**config.mk**
```make
export PLATFORM = sky130hd
export DESIGN_NAME = mpser_rx
export DESIGN_NICKNAME = d
export VERILOG_FILES = /design/src/rtl/mpser_pkg.sv /design/src/rtl/mpser_sampler.sv /design/src/rtl/mpser_framer.sv /design/src/rtl/mpser_filter.sv /design/src/rtl/mpser_rx.sv
export SDC_FILE = /design/constraint.sdc
export NUM_CORES = 1
export LEC_CHECK = 0
export BUFFER_PORTS_ARGS = -buffer_cell sky130_fd_sc_hd__buf_2
export CAP_MARGIN = 20
export CORE_AREA = 2 2 64 90
export DETAILED_ROUTE_END_ITERATION = 16
export DIE_AREA = 0 0 66 92
export GPL_TIMING_DRIVEN = 0
export PLACE_DENSITY = 0.63
export SYNTH_ARGS = -nofsm -noshare
export SYNTH_HDL_FRONTEND = slang
export SYNTH_SLANG_ARGS = --single-unit
```
**constraint.sdc**
```tcl
create_clock -name clk -period 2.5 [get_ports clk]
set_input_delay 0.375 -clock clk [delete_from_list [all_inputs] [get_ports clk]]
set_output_delay 0.375 -clock clk [all_outputs]
set_load 0.01 [all_outputs]
```
**src/rtl/mpser_pkg.sv**
```systemverilog
package mpser_pkg;
  typedef enum logic [2:0] {
    RX_IDLE,
    RX_START,
    RX_DATA,
    RX_NINTH,
    RX_STOP
  } rx_state_t;

  function automatic logic maj3(input logic a, input logic b, input logic c);
    return (a & b) | (a & c) | (b & c);
  endfunction
endpackage

```
**src/rtl/mpser_sampler.sv**
```systemverilog
module mpser_sampler
  import mpser_pkg::*;
#(
  parameter int OSR = 16
) (
  input  logic clk,
  input  logic rst,
  input  logic tick,
  input  logic rxd,
  input  logic run,
  output logic fall,
  output logic dec,
  output logic dec_val,
  output logic eob
);
  localparam int CW = $clog2(OSR);
  localparam int MID = OSR / 2;
  localparam logic [CW-1:0] S_A   = CW'(MID - 1);
  localparam logic [CW-1:0] S_B   = CW'(MID);
  localparam logic [CW-1:0] S_C   = CW'(MID + 1);
  localparam logic [CW-1:0] S_END = CW'(OSR - 1);

  logic [CW-1:0] cnt;
  logic          prev, s_a, s_b;

  always_ff @(posedge clk) begin
    if (rst) begin
      cnt  <= CW'(1);
      prev <= 1'b1;
      s_a  <= 1'b0;
      s_b  <= 1'b0;
    end else begin
      if (tick) prev <= rxd;
      if (!run) begin
        cnt <= CW'(1);
      end else if (tick) begin
        if (cnt == S_END) cnt <= '0;
        else              cnt <= cnt + 1'b1;
        if (cnt == S_A) s_a <= rxd;
        if (cnt == S_B) s_b <= rxd;
      end
    end
  end

  assign fall    = tick && prev && !rxd;
  assign dec     = tick && run && (cnt == S_C);
  assign eob     = tick && run && (cnt == S_END);
  assign dec_val = maj3(s_a, s_b, rxd);

  // a frame is only entered from a sampled falling edge
  assert_start_on_edge_R2: assert property (@(posedge clk) disable iff (rst)
    $rose(run) |-> $past(fall));
endmodule

```
**src/rtl/mpser_framer.sv**
```systemverilog
module mpser_framer
  import mpser_pkg::*;
#(
  parameter int DW = 8
) (
  input  logic          clk,
  input  logic          rst,
  input  logic          active,
  input  logic          nine,
  input  logic          fall,
  input  logic          dec,
  input  logic          dec_val,
  input  logic          eob,
  output logic          run,
  output logic          done,
  output logic          stop_val,
  output logic [DW-1:0] data,
  output logic          bit9
);
  localparam int IW = $clog2(DW);
  localparam logic [IW-1:0] LAST = IW'(DW - 1);

  rx_state_t     state;
  logic [IW-1:0] idx;

  always_ff @(posedge clk) begin
    if (rst) begin
      state <= RX_IDLE;
      idx   <= '0;
      data  <= '0;
      bit9  <= 1'b0;
    end else if (!active) begin
      state <= RX_IDLE;
    end else begin
      case (state)
        RX_IDLE: if (fall) begin
          state <= RX_START;
          idx   <= '0;
        end
        RX_START: begin
          if (dec && dec_val) state <= RX_IDLE;
          else if (eob)       state <= RX_DATA;
        end
        RX_DATA: begin
          if (dec) data <= {dec_val, data[DW-1:1]};
          if (eob) begin
            if (idx == LAST) state <= nine ? RX_NINTH : RX_STOP;
            else             idx <= idx + 1'b1;
          end
        end
        RX_NINTH: begin
          if (dec) bit9 <= dec_val;
          if (eob) state <= RX_STOP;
        end
        RX_STOP: if (dec) state <= RX_IDLE;
        default: state <= RX_IDLE;
      endcase
    end
  end

  assign run      = (state != RX_IDLE);
  assign done     = (state == RX_STOP) && dec;
  assign stop_val = dec_val;

  // disabling reception forces the receiver back to idle
  assert_disable_idle_R10: assert property (@(posedge clk) disable iff (rst)
    !active |=> !run);
  // the frame ends at the stop-bit decision
  assert_done_ends_R4: assert property (@(posedge clk) disable iff (rst)
    done |=> !run);
endmodule

```
**src/rtl/mpser_filter.sv**
```systemverilog
module mpser_filter #(
  parameter int DW = 8
) (
  input  logic          clk,
  input  logic          rst,
  input  logic          done,
  input  logic          stop_val,
  input  logic [DW-1:0] data,
  input  logic          bit9,
  input  logic          nine,
  input  logic          addr_en,
  input  logic [DW-1:0] own_addr,
  input  logic [DW-1:0] addr_mask,
  input  logic          flag_clr,
  input  logic          ferr_clr,
  output logic [DW-1:0] rx_byte,
  output logic          rx_bit9,
  output logic          rx_flag,
  output logic          ferr_flag
);
  logic [DW-1:0] bcast;
  logic          given_hit, bcast_hit, qual_bit, qual, busy, take;

  always_comb begin
    bcast     = own_addr | addr_mask;
    given_hit = ((data ^ own_addr) & addr_mask) == '0;
    bcast_hit = (data & bcast) == bcast;
    qual_bit  = nine ? bit9 : stop_val;
    qual      = !addr_en || (qual_bit && (given_hit || bcast_hit));
    busy      = rx_flag && !flag_clr;
    take      = done && qual && !busy;
  end

  always_ff @(posedge clk) begin
    if (rst) begin
      rx_byte   <= '0;
      rx_bit9   <= 1'b0;
      rx_flag   <= 1'b0;
      ferr_flag <= 1'b0;
    end else begin
      if (take) begin
        rx_byte <= data;
        rx_bit9 <= qual_bit;
        rx_flag <= 1'b1;
      end else if (flag_clr) begin
        rx_flag <= 1'b0;
      end
      if (done && !stop_val) ferr_flag <= 1'b1;
      else if (ferr_clr)     ferr_flag <= 1'b0;
    end
  end

  // flag is sticky and the held frame is not overwritten
  assert_flag_sticky_R11: assert property (@(posedge clk) disable iff (rst)
    (rx_flag && !flag_clr) |=> rx_flag);
  assert_no_overwrite_R11: assert property (@(posedge clk) disable iff (rst)
    (rx_flag && !flag_clr) |=> ($stable(rx_byte) && $stable(rx_bit9)));
  // framing error is sticky and has a bad stop bit as its only cause
  assert_ferr_sticky_R9: assert property (@(posedge clk) disable iff (rst)
    (ferr_flag && !ferr_clr) |=> ferr_flag);
  assert_ferr_cause_R9: assert property (@(posedge clk) disable iff (rst)
    $rose(ferr_flag) |-> $past(done && !stop_val));
  // delivery only at a stop-bit decision
  assert_flag_cause_R4: assert property (@(posedge clk) disable iff (rst)
    $rose(rx_flag) |-> $past(done));
endmodule

```
**src/rtl/mpser_rx.sv**
```systemverilog
module mpser_rx #(
  parameter int OSR = 16,
  parameter int DW  = 8
) (
  input  logic          clk,
  input  logic          rst,
  input  logic          tick,
  input  logic          rxd,
  input  logic          rx_en,
  input  logic [1:0]    mode,
  input  logic          addr_en,
  input  logic [DW-1:0] own_addr,
  input  logic [DW-1:0] addr_mask,
  input  logic          flag_clr,
  input  logic          ferr_clr,
  output logic [DW-1:0] rx_byte,
  output logic          rx_bit9,
  output logic          rx_flag,
  output logic          ferr_flag
);
  logic          active, nine;
  logic          fall, dec, dec_val, eob;
  logic          run, done, stop_val, bit9;
  logic [DW-1:0] data;

  assign active = rx_en && (mode != 2'b00);
  assign nine   = mode[1];

  mpser_sampler #(.OSR(OSR)) u_samp (
    .clk(clk), .rst(rst), .tick(tick), .rxd(rxd), .run(run),
    .fall(fall), .dec(dec), .dec_val(dec_val), .eob(eob)
  );

  mpser_framer #(.DW(DW)) u_frm (
    .clk(clk), .rst(rst), .active(active), .nine(nine),
    .fall(fall), .dec(dec), .dec_val(dec_val), .eob(eob),
    .run(run), .done(done), .stop_val(stop_val), .data(data), .bit9(bit9)
  );

  mpser_filter #(.DW(DW)) u_flt (
    .clk(clk), .rst(rst), .done(done), .stop_val(stop_val), .data(data),
    .bit9(bit9), .nine(nine), .addr_en(addr_en), .own_addr(own_addr),
    .addr_mask(addr_mask), .flag_clr(flag_clr), .ferr_clr(ferr_clr),
    .rx_byte(rx_byte), .rx_bit9(rx_bit9), .rx_flag(rx_flag),
    .ferr_flag(ferr_flag)
  );
endmodule

```
==> out/metrics.cfg, run 1 <==
[clock_network]
clk_path_buf_depth = 2
root_buffer = clkbuf_8
cts.sinks = 33
cts.reportedPaths.clkPinSlew_ns = 0.07
cts_made_buffers = 5
ctsHoldBuffers = 0
cts_tree = built
cts_setup_buffers = 0
ctsHtreeMaxLevel = 2
clk_latency_ns = 0.28
cts_resized = 0

[setup_path]
ff2ff_path_depth = 6
path_max_fanout = 10
cp-end-kind = register
startpoint_type = register
crit_arrival_ns = 2.37
path_class = register to register
required_ns = 2.66

[outcome]
run_status = finished, final reports clean

[pwr]
switching_power_uw = 260
power_frac_seq_pct = 49.1
total_power_mw = 1.08
pwr-share-comb_pct = 9.5
ir_drop_mv = 0.280
swShare_pct = 24.1
power_frac_clock_pct = 41.4
p_leak_nw = 0.885
intPower_uw = 819
cellPowerDensity_nw_per_um2 = 451

[placed_design]
portBuffers = 36
hpwl_um = 3740
routabilityCongestion = 0.858
dp_cells = 336
dpl-instance-area_um2 = 2290

[layout]
final_area_um2 = 2390
n_fill_cell = 590
areaGrowthSynthToFinish_pct = 18.1
final_cells = 344
layout.nets = 306
drive_gt1_share_pct = 20.7
diodes = 0

[sta]
fin_skew_ns = 0.00638
fin_setup_tns_ns = 0
fin_crit_ns = 2.20
slew_headroom_pct = 41.7
setup-violations-final = 0
finalHoldViolations = 0
tightest_slew_ns = 0.867
period_share_pct = 88.2
rsz0062_at_grt = no
timing.hold.ws_ns = 0.356
fmax_mhz = 454
slew_viol_final = 0

[yosys]
yosysTopAreaCellShare_pct = 32.6
netlist.top_cell.by_area = dfxtp_1
avgSynthCellArea_um2 = 8.74
synthDistinctLibCells = 51
ys_ff_latch = 33
synth_cells = 232
synth_seq_area_share_pct = 32.6
syn_nets = 263
synthFlopType = dfxtp_1
ys_async_sr_fraction_pct = 0
synth-edff-count = 0
syn_area_um2 = 2030
yosysWarnings = 0
yosys-top-cells-area = dfxtp_1 (33%), a311oi_1 (6.0%), mux2i_1 (5.9%)

[die]
dieWidth_um = 66
start_util_pct = 37.8
die_h_um = 92
io_pins = 37
rows = 32
core_um2 = 5370
die_area_um2 = 6070

[global_routing]
grt_start_max_net_pins = 11
grt_overflow_total = 0
antenna_found_initial = 0
grt_first_pass_wirelength_um = 8490
first_global_vias = 1857
track_usage_pct = 17.9

[route]
drt_iter0_drc = 63
antenna_left = 0
viasPerCell = 5.60
vias = 1927
routed_wl_um = 5110
drtPass1Iterations = 4
wire_per_inst_um = 14.9
drc = 0

[worst_hold_path]
whs_path_depth = 3
hold_path_class = input pin to register

[flow_run]
cap_violations = 0

==> state kept, by name, summed over array words and instances, names as in the netlist, 3 cells and up <==
register and flops:
u_samp.cnt 4, u_flt.rx_byte 8, u_frm.idx 3, u_frm.state 3
u_frm.data 8
==> critical path, stage by stage, from the launching register on <==
cell	delay [ns]
dfxtp_1	0.45
ha_1	0.18
and4b_1	0.27
and3_1	0.23
clkbuf_1	0.42
a311oi_1	0.18
a311o_1	0.36
==> layout make-up <==
class / count / area, um^2 / area share [%]
Multi-Input combinational cell: 168 / 1240 / 51.7
Inverter: 14 / 52.6 / 2.20
Clock buffer: 7 / 96.3 / 4.03
Buffer: 17 / 76.3 / 3.19
Sequential cell: 33 / 661 / 27.6
Tap cell: 68 / 85.1 / 3.55
Timing Repair Buffer: 36 / 180 / 7.53
Clock inverter: 1 / 5.00 / 0.209
==> kinds of logic after synthesis <==
kind of cell             share of synthesized area, %
AO/OA/AOI/OAI                                    24.5
XOR/XNOR                                         4.32
adder cells (fa/ha/maj)                          3.58
buffers and inverters                            6.36
flip-flops                                       32.6
multiplexers                                     6.48
AND/OR/NAND/NOR                                  22.2
==> routing by layer <==
metal,global-route usage [%],up-vias,wire length (um)
met2,31.5,32,2720
met1,20.6,935,2190
met3,4.29,4,158
met5,0,-,0
li1,-,956,-
met4,6.29,0,42
==> path summary, 6_finish.rpt <==
path,to,slack (ns),startpoint
max,u_flt.rx_byte[0],0.30,u_samp.cnt[0]
min,u_flt.ferr_flag,0.36,ferr_clr
max reg2reg,u_flt.rx_byte[0],0.30,u_samp.cnt[0]
min reg2reg,u_frm.idx[2],0.46,u_frm.idx[2]
==> placed cells by master (no fill, tap or decap), types with 2 or more instances in the layout <==
| cell type | n |
|---|---|
| buf_2 | 40 |
| dfxtp_1 | 33 |
| nor2_1 | 17 |
| inv_1 | 14 |
| a311oi_1 | 14 |
| clkbuf_1 | 12 |
| nand2_1 | 12 |
| mux2i_1 | 12 |
| xor2_1 | 10 |
| nand3b_1 | 10 |
| nor3b_1 | 10 |
| a21oi_1 | 9 |
| clkbuf_8 | 7 |
| a311o_1 | 6 |
| nor3_1 | 5 |
| ha_1 | 5 |
| a22oi_1 | 4 |
| nand2b_1 | 4 |
| a31oi_1 | 4 |
| o21bai_1 | 3 |
| o31ai_1 | 3 |
| nand4b_1 | 3 |
| a211o_1 | 3 |
| nand4_1 | 2 |
| o22ai_1 | 2 |
| or3_1 | 2 |
| and3_1 | 2 |
| nand3_1 | 2 |
| nor4_1 | 2 |
==> power groups by stage <==
stage	sequential, mW	clock [mW]	combinational, mW
after global placement	0.542	0	0.100
after CTS	0.530	0.456	0.101
after floorplan	0.541	0	0.0586
after detailed placement	0.542	0	0.101
after global routing	0.530	0.491	0.113
final	0.530	0.447	0.102
==> Yosys cell counts (2+ instances only) <==
cell type   n
a211o_1     3
a21oi_1     9
a22oi_1     4
a311o_1     6
a311oi_1   14
a31oi_1     4
and3_1      2
buf_2       4
clkbuf_1   12
dfxtp_1    33
ha_1        5
inv_1      14
mux2i_1    12
nand2_1    12
nand2b_1    4
nand3_1     2
nand3b_1   10
nand4_1     2
nand4b_1    3
nor2_1     17
nor3_1      5
nor3b_1    10
nor4_1      2
o21bai_1    3
o22ai_1     2
o31ai_1     3
or3_1       2
xor2_1     10
==> through the flow <==
stage,util [%],setup slack [ns]
2_1_floorplan,-,0.699
3_3_place_gp,42.7,0.351
3_5_place_dp,42.7,0.330
4_1_cts,44.6,0.313
5_1_grt,44.6,0.184
6_report,44.6,0.296
No activity file was read; power rests on OpenSTA's default activity.
==> inputs of run 2 (changes only) <==
CORE_AREA = 2 2 55 77   (was 2 2 64 90)
DIE_AREA = 0 0 57 79   (was 0 0 66 92)
PLACE_DENSITY = 0.81   (was 0.63)
SLEW_MARGIN = 10   (was default)
==> out/metrics.cfg, run 2 (same netlist as run 1, synthesis figures left out) <==
[outcome]
run_status = finished, final reports clean

[sta]
fin_setup_tns_ns = 0  ; unchanged
tightest_slew_ns = 0.881  ; +0.0133 ns
finalHoldViolations = 0  ; unchanged
rsz0062_at_grt = no
fin_skew_ns = 0.00261  ; -0.00377 ns
slew_viol_final = 0  ; unchanged
worst_slack_ns = 0.384  ; +0.0877 ns
timing.hold.ws_ns = 0.355  ; -0.00104 ns
fin_crit_ns = 2.12  ; -0.0877 ns
fmax_mhz = 473  ; +4.1%
setup-violations-final = 0  ; unchanged
period_share_pct = 84.7  ; -3.5 points
slew_headroom_pct = 40.8  ; -0.90 points

[route]
drc = 0  ; unchanged
wire_per_inst_um = 14.9  ; +0.29%
antenna_left = 0  ; unchanged
viasPerCell = 6.14  ; +9.7%
vias = 1960  ; +1.7%
routed_wl_um = 4760  ; -7.0%
drt_iter0_drc = 87  ; +38%
drtPass1Iterations = 4  ; unchanged

[layout]
final_cell_mix = buf_2 (40), dfxtp_1 (33), nor2_1 (17)
n_fill_cell = 374  ; -37%
reg_top3 = u_flt.rx_byte: 8 flops, u_frm.data: 8 flops, u_samp.cnt: 4 flops
diodes = 0  ; unchanged
multi_input_area_um2 = 1240  ; unchanged
seq_area_um2 = 661  ; unchanged
layout_commonest_cell = buf_2
layout.nets = 306  ; unchanged
postLayoutCoreUtil_pct = 61.3  ; +17 points
areaGrowthSynthToFinish_pct = 16.5
drive_gt1_share_pct = 20.7  ; unchanged

[clock_network]
cts_setup_buffers = 0  ; unchanged
clk_latency_ns = 0.29  ; about the same
cts_resized = 0  ; unchanged
cts_tree = built
ctsHoldBuffers = 0  ; unchanged
cts.sinks = 33  ; unchanged
clk_path_buf_depth = 2  ; unchanged
cts.reportedPaths.clkPinSlew_ns = 0.07  ; about the same
cts_made_buffers = 5  ; unchanged
root_buffer = clkbuf_8
ctsHtreeMaxLevel = 2  ; unchanged

[die]
dieWidth_um = 57  ; -14%
die_h_um = 79  ; -14%
start_util_pct = 52.6  ; +15 points
io_pins = 37  ; unchanged
die_area_um2 = 4500  ; -26%
rows = 27  ; -16%
core_um2 = 3850  ; -28%

[setup_path]
required_ns = 2.68  ; +0.02 ns
cp_cell_sequence = ha_1 -> and4b_1 -> and3_1 -> clkbuf_1 -> a311oi_1 -> a311o_1
startpoint_type = register
cp-end-kind = register
cpPeakStageDelay_ns = 0.45  ; about the same
path_class = register to register
path_max_fanout = 10  ; unchanged
crit_arrival_ns = 2.30  ; -0.07 ns
slowest_stage = dfxtp_1
ff2ff_path_depth = 6  ; unchanged

[pwr]
p_leak_nw = 0.885  ; unchanged
cellPowerDensity_nw_per_um2 = 460  ; +2.1%
ir_drop_mv = 0.444  ; +59%
total_power_mw = 1.09  ; +0.81%

[global_routing]
grt_first_pass_wirelength_um = 8020  ; -5.5%
first_global_vias = 1828  ; -1.6%
track_usage_pct = 22.5  ; +4.6 points
grt_start_max_net_pins = 11  ; unchanged
antenna_found_initial = 0  ; unchanged
grt_overflow_total = 0  ; unchanged

[flow_run]
cap_violations = 0  ; unchanged

[placed_design]
place_ws_ns = 0.373  ; +0.0429 ns
routabilityCongestion = 0.892  ; +3.9%
hpwl_um = 3480  ; -7.0%
portBuffers = 36  ; unchanged

[worst_hold_path]
whs_path_depth = 3  ; unchanged
hold_path_class = input pin to register

## run 2: stage by stage
stage / instance area [um^2] / std cells
global placement: 2260 / 311
global route: 2360 / 319
finish: 2360 / 319
CTS: 2360 / 319
floorplan: 2030 / 232
detailed placement: 2260 / 311
## run 2: worst max-delay path: cells and delay by family, from the launching register on
kind,cells,cell delay (ns)
buf+inv,1,0.37
compound gates,2,0.49
fa+ha+maj,1,0.18
simple gates,2,0.52
flops,1,0.45
## run 2: report_power, final
part           internal, mW  switching [mW]  total, mW
Clock                 0.249           0.208      0.456
Combinational        0.0422          0.0589      0.101
Sequential            0.528         0.00211      0.530
Total                 0.819           0.269       1.09
## run 2: path summary, 6_finish.rpt
| kind | from | slack, ns | end |
|---|---|---|---|
| worst min register to register | u_frm.idx[1] | 0.46 | u_frm.idx[1] |
| worst max register to register | u_samp.cnt[0] | 0.38 | u_flt.rx_byte[3] |
| worst max-delay path | u_samp.cnt[0] | 0.38 | u_flt.rx_byte[3] |
| worst min-delay path | ferr_clr | 0.36 | u_flt.ferr_flag |
## run 2: layout make-up
type | count | area share [%]
buffer | 17 | 3.23
clock buffer | 7 | 4.08
clock inverter | 1 | 0.212
inverter | 14 | 2.22
multi-input combinational | 168 | 52.4
sequential | 33 | 28.0
tap | 43 | 2.28
timing repair buffer | 36 | 7.63
## run 2: per-layer routing
layer / part of all wire [%] / vias up / global-route usage, %
li1: - / 963 / -
met1: 41 / 927 / 25.1
met2: 52 / 59 / 39.5
met3: 4.7 / 11 / 5.21
met4: 2.2 / 0 / 10.7
met5: 0 / - / 0
